[src/rtl/tlb_pkg.sv]
package tlb_pkg;

    // Invalidate commands carried on flush_cmd
    typedef enum logic [1:0] {
        FL_NONE  = 2'b00,
        FL_ALL   = 2'b01,
        FL_LOCAL = 2'b10,
        FL_PAGE  = 2'b11
    } flush_e;

endpackage

[src/rtl/tlb_match.sv]
// Per-slot tag / address-space compare with lowest-index priority encode.
module tlb_match #(
    parameter int DEPTH = 8,
    parameter int VPN_W = 20,
    parameter int ASN_W = 8,
    localparam int IDX_W = (DEPTH > 1) ? $clog2(DEPTH) : 1
) (
    input  logic [DEPTH-1:0]            vld,
    input  logic [DEPTH-1:0][VPN_W-1:0] vpn,
    input  logic [DEPTH-1:0][ASN_W-1:0] asn,
    input  logic [DEPTH-1:0]            glb,
    input  logic [VPN_W-1:0]            req_vpn,
    input  logic [ASN_W-1:0]            req_asn,
    output logic [DEPTH-1:0]            hit_vec,
    output logic                        any,
    output logic [IDX_W-1:0]            first_idx,
    output logic                        multi
);

    for (genvar g = 0; g < DEPTH; g++) begin : g_cmp
        assign hit_vec[g] = vld[g] && (vpn[g] == req_vpn) &&
                            (glb[g] || (asn[g] == req_asn));
    end

    always_comb begin
        first_idx = '0;
        for (int i = DEPTH - 1; i >= 0; i--) begin
            if (hit_vec[i]) first_idx = IDX_W'(i);
        end
    end

    assign any   = |hit_vec;
    assign multi = ($countones(hit_vec) > 1);

endmodule

[src/rtl/tlb_store.sv]
// Entry storage, victim pointer, insert and the three invalidate rules.
module tlb_store #(
    parameter int DEPTH = 8,
    parameter int VPN_W = 20,
    parameter int PPN_W = 16,
    parameter int ASN_W = 8,
    parameter int MODES = 4,
    localparam int IDX_W = (DEPTH > 1) ? $clog2(DEPTH) : 1
) (
    input  logic                        clk,
    input  logic                        rst_n,
    input  logic                        ins_valid,
    input  logic [VPN_W-1:0]            ins_vpn,
    input  logic [PPN_W-1:0]            ins_ppn,
    input  logic [ASN_W-1:0]            ins_asn,
    input  logic                        ins_glb,
    input  logic [MODES-1:0]            ins_rd,
    input  logic [MODES-1:0]            ins_wr,
    input  logic                        ins_frd,
    input  logic                        ins_fwr,
    input  tlb_pkg::flush_e             flush_cmd,
    input  logic [DEPTH-1:0]            page_sel,
    output logic [DEPTH-1:0]            e_vld,
    output logic [DEPTH-1:0][VPN_W-1:0] e_vpn,
    output logic [DEPTH-1:0][PPN_W-1:0] e_ppn,
    output logic [DEPTH-1:0][ASN_W-1:0] e_asn,
    output logic [DEPTH-1:0]            e_glb,
    output logic [DEPTH-1:0][MODES-1:0] e_rd,
    output logic [DEPTH-1:0][MODES-1:0] e_wr,
    output logic [DEPTH-1:0]            e_frd,
    output logic [DEPTH-1:0]            e_fwr
);

    localparam logic [IDX_W-1:0] LAST = IDX_W'(DEPTH - 1);

    typedef struct packed {
        logic [DEPTH-1:0]            vld;
        logic [DEPTH-1:0][VPN_W-1:0] vpn;
        logic [DEPTH-1:0][PPN_W-1:0] ppn;
        logic [DEPTH-1:0][ASN_W-1:0] asn;
        logic [DEPTH-1:0]            glb;
        logic [DEPTH-1:0][MODES-1:0] rd;
        logic [DEPTH-1:0][MODES-1:0] wr;
        logic [DEPTH-1:0]            frd;
        logic [DEPTH-1:0]            fwr;
        logic [IDX_W-1:0]            ptr;
    } store_t;

    store_t st_d, st_q;

    always_comb begin
        st_d = st_q;
        case (flush_cmd)
            tlb_pkg::FL_ALL: begin
                st_d.vld = '0;
                st_d.ptr = '0;
            end
            tlb_pkg::FL_LOCAL: st_d.vld = st_q.vld & st_q.glb;
            tlb_pkg::FL_PAGE:  st_d.vld = st_q.vld & ~page_sel;
            default: begin
                if (ins_valid) begin
                    st_d.vld[st_q.ptr] = 1'b1;
                    st_d.vpn[st_q.ptr] = ins_vpn;
                    st_d.ppn[st_q.ptr] = ins_ppn;
                    st_d.asn[st_q.ptr] = ins_asn;
                    st_d.glb[st_q.ptr] = ins_glb;
                    st_d.rd[st_q.ptr]  = ins_rd;
                    st_d.wr[st_q.ptr]  = ins_wr;
                    st_d.frd[st_q.ptr] = ins_frd;
                    st_d.fwr[st_q.ptr] = ins_fwr;
                    st_d.ptr = (st_q.ptr == LAST) ? '0 : st_q.ptr + 1'b1;
                end
            end
        endcase
    end

    always_ff @(posedge clk) begin
        if (!rst_n) st_q <= '0;
        else        st_q <= st_d;
    end

    assign e_vld = st_q.vld;
    assign e_vpn = st_q.vpn;
    assign e_ppn = st_q.ppn;
    assign e_asn = st_q.asn;
    assign e_glb = st_q.glb;
    assign e_rd  = st_q.rd;
    assign e_wr  = st_q.wr;
    assign e_frd = st_q.frd;
    assign e_fwr = st_q.fwr;

    assert_insert_advance_R4: assert property (@(posedge clk) disable iff (!rst_n)
        (ins_valid && flush_cmd == tlb_pkg::FL_NONE && st_q.ptr != LAST)
        |=> (st_q.ptr == $past(st_q.ptr) + 1'b1) && st_q.vld[$past(st_q.ptr)]);

    assert_ptr_wrap_R5: assert property (@(posedge clk) disable iff (!rst_n)
        (ins_valid && flush_cmd == tlb_pkg::FL_NONE && st_q.ptr == LAST)
        |=> (st_q.ptr == '0) && st_q.vld[DEPTH-1]);

    assert_flush_all_R6: assert property (@(posedge clk) disable iff (!rst_n)
        (flush_cmd == tlb_pkg::FL_ALL) |=> (st_q.vld == '0) && (st_q.ptr == '0));

    assert_flush_local_R7: assert property (@(posedge clk) disable iff (!rst_n)
        (flush_cmd == tlb_pkg::FL_LOCAL)
        |=> ((st_q.vld & ~st_q.glb) == '0) && (st_q.ptr == $past(st_q.ptr))
            && ((st_q.vld & st_q.glb) == ($past(st_q.vld) & st_q.glb)));

    assert_flush_page_R8: assert property (@(posedge clk) disable iff (!rst_n)
        (flush_cmd == tlb_pkg::FL_PAGE)
        |=> ((st_q.vld & $past(page_sel)) == '0) && (st_q.ptr == $past(st_q.ptr)));

    assert_flush_wins_R13: assert property (@(posedge clk) disable iff (!rst_n)
        (ins_valid && (flush_cmd == tlb_pkg::FL_LOCAL || flush_cmd == tlb_pkg::FL_PAGE))
        |=> (st_q.ptr == $past(st_q.ptr)));

endmodule

[src/rtl/tlb_recent.sv]
// Most-recently-hit slot shortcut, searched ahead of the full priority result.
module tlb_recent #(
    parameter int DEPTH = 8,
    parameter int SLOTS = 3,
    localparam int IDX_W = (DEPTH > 1) ? $clog2(DEPTH) : 1
) (
    input  logic             clk,
    input  logic             rst_n,
    input  logic             clear,
    input  logic             lookup,
    input  logic             arr_any,
    input  logic [IDX_W-1:0] arr_idx,
    input  logic [DEPTH-1:0] hit_vec,
    output logic             fast_hit,
    output logic [IDX_W-1:0] fast_idx
);

    typedef struct packed {
        logic [SLOTS-1:0]            vld;
        logic [SLOTS-1:0][IDX_W-1:0] idx;
    } recent_t;

    recent_t rc_d, rc_q;

    always_comb begin
        fast_hit = 1'b0;
        fast_idx = '0;
        for (int s = SLOTS - 1; s >= 0; s--) begin
            if (rc_q.vld[s] && hit_vec[rc_q.idx[s]]) begin
                fast_hit = 1'b1;
                fast_idx = rc_q.idx[s];
            end
        end
    end

    always_comb begin
        rc_d = rc_q;
        if (clear) begin
            rc_d.vld = '0;
        end else if (lookup && arr_any && !fast_hit) begin
            for (int s = SLOTS - 1; s >= 1; s--) begin
                rc_d.vld[s] = rc_q.vld[s-1];
                rc_d.idx[s] = rc_q.idx[s-1];
            end
            rc_d.vld[0] = 1'b1;
            rc_d.idx[0] = arr_idx;
        end
    end

    always_ff @(posedge clk) begin
        if (!rst_n) rc_q <= '0;
        else        rc_q <= rc_d;
    end

    assert_clear_R10: assert property (@(posedge clk) disable iff (!rst_n)
        clear |=> (rc_q.vld == '0));

    assert_install_R9: assert property (@(posedge clk) disable iff (!rst_n)
        (lookup && arr_any && !fast_hit && !clear)
        |=> rc_q.vld[0] && (rc_q.idx[0] == $past(arr_idx)));

    assert_fast_implies_array_R9: assert property (@(posedge clk) disable iff (!rst_n)
        fast_hit |-> arr_any);

endmodule

[src/rtl/tlb_asn_cam.sv]
module tlb_asn_cam #(
    parameter int DEPTH      = 8,
    parameter int FAST_SLOTS = 3,
    parameter int VPN_W      = 20,
    parameter int PPN_W      = 16,
    parameter int ASN_W      = 8,
    parameter int MODES      = 4,
    localparam int IDX_W = (DEPTH > 1) ? $clog2(DEPTH) : 1
) (
    input  logic             clk,
    input  logic             rst_n,
    input  logic             lk_valid,
    input  logic [VPN_W-1:0] lk_vpn,
    input  logic [ASN_W-1:0] lk_asn,
    input  logic             ins_valid,
    input  logic [VPN_W-1:0] ins_vpn,
    input  logic [PPN_W-1:0] ins_ppn,
    input  logic [ASN_W-1:0] ins_asn,
    input  logic             ins_global,
    input  logic [MODES-1:0] ins_rd_en,
    input  logic [MODES-1:0] ins_wr_en,
    input  logic             ins_fault_rd,
    input  logic             ins_fault_wr,
    input  logic [1:0]       flush_cmd,
    input  logic [VPN_W-1:0] flush_vpn,
    input  logic [ASN_W-1:0] flush_asn,
    output logic             lk_hit,
    output logic             lk_fast,
    output logic             lk_multi,
    output logic [IDX_W-1:0] lk_slot,
    output logic [PPN_W-1:0] lk_ppn,
    output logic [MODES-1:0] lk_rd_en,
    output logic [MODES-1:0] lk_wr_en,
    output logic             lk_fault_rd,
    output logic             lk_fault_wr
);

    tlb_pkg::flush_e fl_cmd;
    assign fl_cmd = tlb_pkg::flush_e'(flush_cmd);

    logic [DEPTH-1:0]            e_vld, e_glb, e_frd, e_fwr;
    logic [DEPTH-1:0][VPN_W-1:0] e_vpn;
    logic [DEPTH-1:0][PPN_W-1:0] e_ppn;
    logic [DEPTH-1:0][ASN_W-1:0] e_asn;
    logic [DEPTH-1:0][MODES-1:0] e_rd, e_wr;

    logic [DEPTH-1:0] lk_vec, fl_vec;
    logic             lk_any, fl_any, lk_mh, fl_mh;
    logic [IDX_W-1:0] lk_first, fl_first;
    logic             fast_hit;
    logic [IDX_W-1:0] fast_idx;
    logic             sc_clear;

    tlb_match #(.DEPTH(DEPTH), .VPN_W(VPN_W), .ASN_W(ASN_W)) u_lk_match (
        .vld(e_vld), .vpn(e_vpn), .asn(e_asn), .glb(e_glb),
        .req_vpn(lk_vpn), .req_asn(lk_asn),
        .hit_vec(lk_vec), .any(lk_any), .first_idx(lk_first), .multi(lk_mh)
    );

    tlb_match #(.DEPTH(DEPTH), .VPN_W(VPN_W), .ASN_W(ASN_W)) u_fl_match (
        .vld(e_vld), .vpn(e_vpn), .asn(e_asn), .glb(e_glb),
        .req_vpn(flush_vpn), .req_asn(flush_asn),
        .hit_vec(fl_vec), .any(fl_any), .first_idx(fl_first), .multi(fl_mh)
    );

    tlb_store #(.DEPTH(DEPTH), .VPN_W(VPN_W), .PPN_W(PPN_W), .ASN_W(ASN_W),
                .MODES(MODES)) u_store (
        .clk(clk), .rst_n(rst_n),
        .ins_valid(ins_valid), .ins_vpn(ins_vpn), .ins_ppn(ins_ppn),
        .ins_asn(ins_asn), .ins_glb(ins_global), .ins_rd(ins_rd_en),
        .ins_wr(ins_wr_en), .ins_frd(ins_fault_rd), .ins_fwr(ins_fault_wr),
        .flush_cmd(fl_cmd), .page_sel(fl_vec),
        .e_vld(e_vld), .e_vpn(e_vpn), .e_ppn(e_ppn), .e_asn(e_asn),
        .e_glb(e_glb), .e_rd(e_rd), .e_wr(e_wr), .e_frd(e_frd), .e_fwr(e_fwr)
    );

    assign sc_clear = ins_valid || (fl_cmd != tlb_pkg::FL_NONE);

    tlb_recent #(.DEPTH(DEPTH), .SLOTS(FAST_SLOTS)) u_recent (
        .clk(clk), .rst_n(rst_n), .clear(sc_clear), .lookup(lk_valid),
        .arr_any(lk_any), .arr_idx(lk_first), .hit_vec(lk_vec),
        .fast_hit(fast_hit), .fast_idx(fast_idx)
    );

    always_comb begin
        lk_hit      = lk_valid && lk_any;
        lk_fast     = lk_valid && fast_hit;
        lk_multi    = lk_valid && lk_mh;
        lk_slot     = fast_hit ? fast_idx : lk_first;
        lk_ppn      = '0;
        lk_rd_en    = '0;
        lk_wr_en    = '0;
        lk_fault_rd = 1'b0;
        lk_fault_wr = 1'b0;
        if (lk_hit) begin
            lk_ppn      = e_ppn[lk_slot];
            lk_rd_en    = e_rd[lk_slot];
            lk_wr_en    = e_wr[lk_slot];
            lk_fault_rd = e_frd[lk_slot];
            lk_fault_wr = e_fwr[lk_slot];
        end
    end

    assert_hit_rule_R2: assert property (@(posedge clk) disable iff (!rst_n)
        lk_hit |-> e_vld[lk_slot] && (e_vpn[lk_slot] == lk_vpn) &&
                   (e_glb[lk_slot] || (e_asn[lk_slot] == lk_asn)));

    assert_multi_needs_hit_R11: assert property (@(posedge clk) disable iff (!rst_n)
        lk_multi |-> lk_hit);

    assert_page_flush_target_R8: assert property (@(posedge clk) disable iff (!rst_n)
        (fl_cmd == tlb_pkg::FL_PAGE && fl_any) |=> !e_vld[$past(fl_first)]);

    assert_page_multi_R8: assert property (@(posedge clk) disable iff (!rst_n)
        fl_mh |-> fl_any);

endmodule

[config.mk]
export PLATFORM = sky130hd
export DESIGN_NAME = tlb_asn_cam
export DESIGN_NICKNAME = d
export VERILOG_FILES = /design/src/rtl/tlb_pkg.sv /design/src/rtl/tlb_match.sv /design/src/rtl/tlb_store.sv /design/src/rtl/tlb_recent.sv /design/src/rtl/tlb_asn_cam.sv
export SDC_FILE = /design/constraint.sdc
export NUM_CORES = 2
export LEC_CHECK = 0
export ABC_AREA = 1
export BUFFER_PORTS_ARGS = -buffer_cell sky130_fd_sc_hd__buf_2
export CAP_MARGIN = 10
export CORE_ASPECT_RATIO = 0.7
export CORE_MARGIN = 8
export CORE_UTILIZATION = 50
export DETAILED_ROUTE_END_ITERATION = 16
export GPL_TIMING_DRIVEN = 0
export PLACE_DENSITY = 0.67
export SLEW_MARGIN = 20
export SYNTH_ARGS = -nofsm -noshare
export SYNTH_HDL_FRONTEND = slang
export SYNTH_HIERARCHICAL = 1
export SYNTH_SLANG_ARGS = --single-unit
[constraint.sdc]
create_clock -name clk -period 11.3 [get_ports clk]
set_input_delay 1.13 -clock clk [delete_from_list [all_inputs] [get_ports clk]]
set_output_delay 1.13 -clock clk [all_outputs]
set_load 0.02 [all_outputs]
# After elaboration in Yosys (flattened, before gate mapping)

Index checks and enable logic that the tools add are counted.
Widths: inputs -> output; s select.

Bits in registers: 463
Input port bits: 117
Word-level logic and storage cells: 234

Add/subtract/negate cells: 8
Order comparisons: 7
Eq/ne operators: 36
Mux-type cells: 58
Bitwise gates (word level): 8
Reductions and logical operators: 68

Operators by type and width:

| cell                | number |
|---|---|
| $mux 451            | 1 |
| $eq 20x20->1        | 16 |
| $bwmux 160          | 1 |
| $bwmux 128          | 1 |
| $eq 8x8->1          | 16 |
| $add 32x32->32      | 3 |
| $bwmux 32           | 2 |
| $bwmux 64           | 1 |
| $demux 20 s3        | 1 |
| $bmux 16 s3         | 1 |
| $demux 16 s3        | 1 |
| $mux 16             | 3 |
| $logic_and 1x1->1   | 40 |
| $mux 3              | 13 |
| $gt 32x2->1 const B | 1 |
| $bmux 4 s3          | 2 |
| $bwmux 8            | 3 |
| $demux 8 s3         | 1 |
| $pmux 8 s3          | 1 |
| $lt 3x4->1 const B  | 5 |
| $mux 20             | 1 |
| $mux 4              | 5 |
| $logic_or 1x1->1    | 17 |
| $and 8x8->8         | 2 |
| other kinds (22)    | 47 |

# Depth between registers and ports, before layout

Depth after elaboration: 15
Depth in mapped cells: 30
Mapped depth without buffers: 26

# By module

Netlist, hierarchy kept.

By module, submodules not included:

| module      | times used | cells each | area each (µm²) |
|---|---|---|---|
| tlb_store   | 1          | 2,495      | 19,502.5 |
| tlb_match   | 2          | 706        | 3,618.5 |
| tlb_asn_cam | 1          | 670        | 2,915.3 |
| tlb_recent  | 1          | 145        | 900.9 |

# Worst setup path after synthesis

Ideal clock, no wire load.

Path type: in2out
Start: input port lk_vpn[0]
End: output port lk_multi
Arrival: 4,685 ps
Required time: 10,170 ps
Path slack: 5,485 ps
Stages on the path: 18
Cells stage by stage: buf_2 inv_1 o21ai_0 nor4_1 nand3_1 nor2_1 fa_1 inv_1 fa_1 inv_1 fa_1 ha_1 fa_1 nor2_1 a21oi_1 or2_2 nand2_1 inv_1

Word-level cells in the longest chain between the ends: 8
Elaborated cells between the ends (all ways): 33
Those cells by class: add/sub: 7; order compare: 1; eq/ne: 8; reduce/logical: 17

Ends and longest elaborated chain:

| element                                           | line              | text |
|---|---|---|
| start, declared                                   | tlb_asn_cam.sv:13 | `input logic [VPN_W-1:0] lk_vpn,` |
| $eq 20x20->1                                      | tlb_match.sv:21   | `assign hit_vec[g] = vld[g] && (vpn[g] == req_vpn) &&` |
| $logic_and 1x1->1 (2 in a row)                    | tlb_match.sv:21   |  |
| named net lk_vec[3]                               | tlb_asn_cam.sv:47 | `logic [DEPTH-1:0] lk_vec, fl_vec;` |
| $add 1x1->2 (implied by the code)                 | tlb_match.sv:33   | `assign multi = ($countones(hit_vec) > 1);` |
| $add 32x32->32 (implied by the code) (2 in a row) | tlb_match.sv:33   |  |
| $gt 32x2->1                                       | tlb_match.sv:33   |  |
| named net lk_mh                                   | tlb_asn_cam.sv:48 | `logic lk_any, fl_any, lk_mh, fl_mh;` |
| $logic_and 1x1->1                                 | tlb_asn_cam.sv:88 | `lk_multi = lk_valid && lk_mh;` |
| end, declared                                     | tlb_asn_cam.sv:29 | `output logic lk_multi,` |

The timed path passes the listed nets, and every way through them passes these cells.

# Final worst setup path

Same ends and word-level chain as after synthesis.

==> results_dict.tcl <==
set metrics [dict create \
    outcome "finished, final reports clean" \
    finalCriticalPeriod_ps 7250 \
    crit_path_end_kind "output port" \
    dp_hpwl_um 93000 \
    path_class "input port to output port" \
    ctsHoldBuffers 0 \
    grt_antenna_before_repair 5 \
    final_common_cell "nor2_1" \
    cap_violations 0 \
    crit_fanout 5 \
    hold_class "flop to flop" \
    finalInstanceArea_um2 33600 \
    globalRouteOverflowTotal 0 \
    ios 149 \
    cts_buffer_depth 3 \
    chipHeight_um 222 \
    max_freq_mhz 138 \
    num_vias 30400 \
    path_clk_slew_ps 60 \
    post_cts_resized 0 \
    drcViolationCount 0 \
    cts-root-buf "clkbuf_16" \
    htree_levels 2 \
    holdPathStages 2 \
    port_buffers 111 \
    arrival_ps 6120 \
    p_leak_nw 14.5 \
    syn_area_um2 30300 \
    ant_nets 0 \
    final_cell_mix "1177 x nor2_1, 687 x nand2_1, 469 x buf_4" \
    fin_setup_tns_ps 0 \
    postCtsSetupRepairBufs 0 \
    grt_max_degree 14 \
    max_slew_margin 0.186 \
    postSynthAreaPerCell_um2 6.47 \
    globalplace.congestion 1.08 \
    initial_utilization 0.505 \
    setup_violations 0 \
    cp.required_ps 10170 \
    drtPass1Iterations 6 \
    r2r_slack_ps 7590 \
    grt_pass1_wl_um 177000 \
    insertion_delay_ps 610 \
    start_kind "input port" \
    num_rows 75 \
    synth_fp_nets 4818 \
    synth_warnings 6 \
    cts_tree "done" \
    drive_above_1_share 0.191 \
    finalHoldViolCount 0 \
    synth_cells 4686 \
    drv_slew 0 \
    grt_use_total 0.344 \
    wire_per_inst_um 21.4 \
    wl_um 122000 \
    place_area_um2 31900 \
    rsz0062_at_grt "false" \
    post-route-period-util 0.642 \
    cts.sink_count 463 \
    power_density_nw_per_um2 114 \
    routed_via_density 5.34 \
    r2r.worst_path.cells 15 \
    cts_made_buffers 50 \
    drt-initial-drc-count 4030 \
    syn2layout_area_growth_pct 10.7 \
    die_area_um2 68900 \
    core_region_area_um2 60000 \
    rr_endpoint "u_recent/rc_q[3]" \
    irDropWorstVdd_mv 0.111 \
    worst_pin_slew_ps 1210 \
    fin_skew_ps 27.6 \
    grt_pass1_vias 27000 \
    chipWidth_um 310 \
    nets 4981 \
]
## critical path, cell delays in order
cell     delay, ps
buf_2          190
xnor2_1        680
nand3_1        130
nor4_1         290
nand3_1        230
a21oi_2        530
fa_1           500
inv_1           70
fa_1           400
inv_1           90
fa_1           430
ha_1           230
fa_1           450
nor2_1         120
a21oi_1         50
or2_2          300
nand2_1         80
inv_1           40
buf_2          150
## per-layer routing
layer  GRT usage  routed length (um)  vias up  share of wire
met5      0.0167                 198        -         0.0016
met2       0.450               45200     1728           0.37
met4      0.0848                2950        8          0.024
met1       0.519               55300    14000           0.45
met3       0.121               18300      192           0.15
li1            -                   -    14500              -
## through the flow
step / setup WS, ps / hold WS [ps] / util / std cells / total power [mW]
floorplan: 5490 / 455 / - / 4686 / 1.93
global placement: 4390 / 462 / 0.531 / 5605 / 2.09
detailed placement: 4350 / 472 / 0.531 / 5605 / 2.09
CTS: 4350 / 485 / 0.560 / 5692 / 3.82
global route: 3870 / 496 / 0.560 / 5692 / 3.92
finish: 4050 / 482 / 0.560 / 5693 / 3.82
## worst max path at each step
stage,start,endpoint
after floorplan,lk_vpn[0],lk_multi
after global placement,lk_vpn[0],lk_multi
after detailed placement,lk_vpn[0],lk_multi
after CTS,lk_vpn[0],lk_multi
after global routing,lk_vpn[0],lk_ppn[5]
final,lk_vpn[0],lk_multi
## where the power goes
part           total [mW]  switching (mW)  internal (mW)
Sequential           1.66         0.00817           1.65
Combinational       0.422           0.289          0.133
Clock                1.74           0.729           1.02
## cell type report
| class | instances | area [um^2] |
|---|---|---|
| diodes | 1 | 2.50 |
| repair buffers | 111 | 556 |
| flip-flops and latches | 463 | 9270 |
| clock inverters | 17 | 256 |
| plain buffers | 700 | 4990 |
| multi-input cells | 3099 | 14400 |
| fillers | 6139 | 26400 |
| well taps | 808 | 1010 |
| clock buffers | 70 | 1430 |
| inverters | 424 | 1600 |
Note: power is estimated with default switching activity, not from simulation.
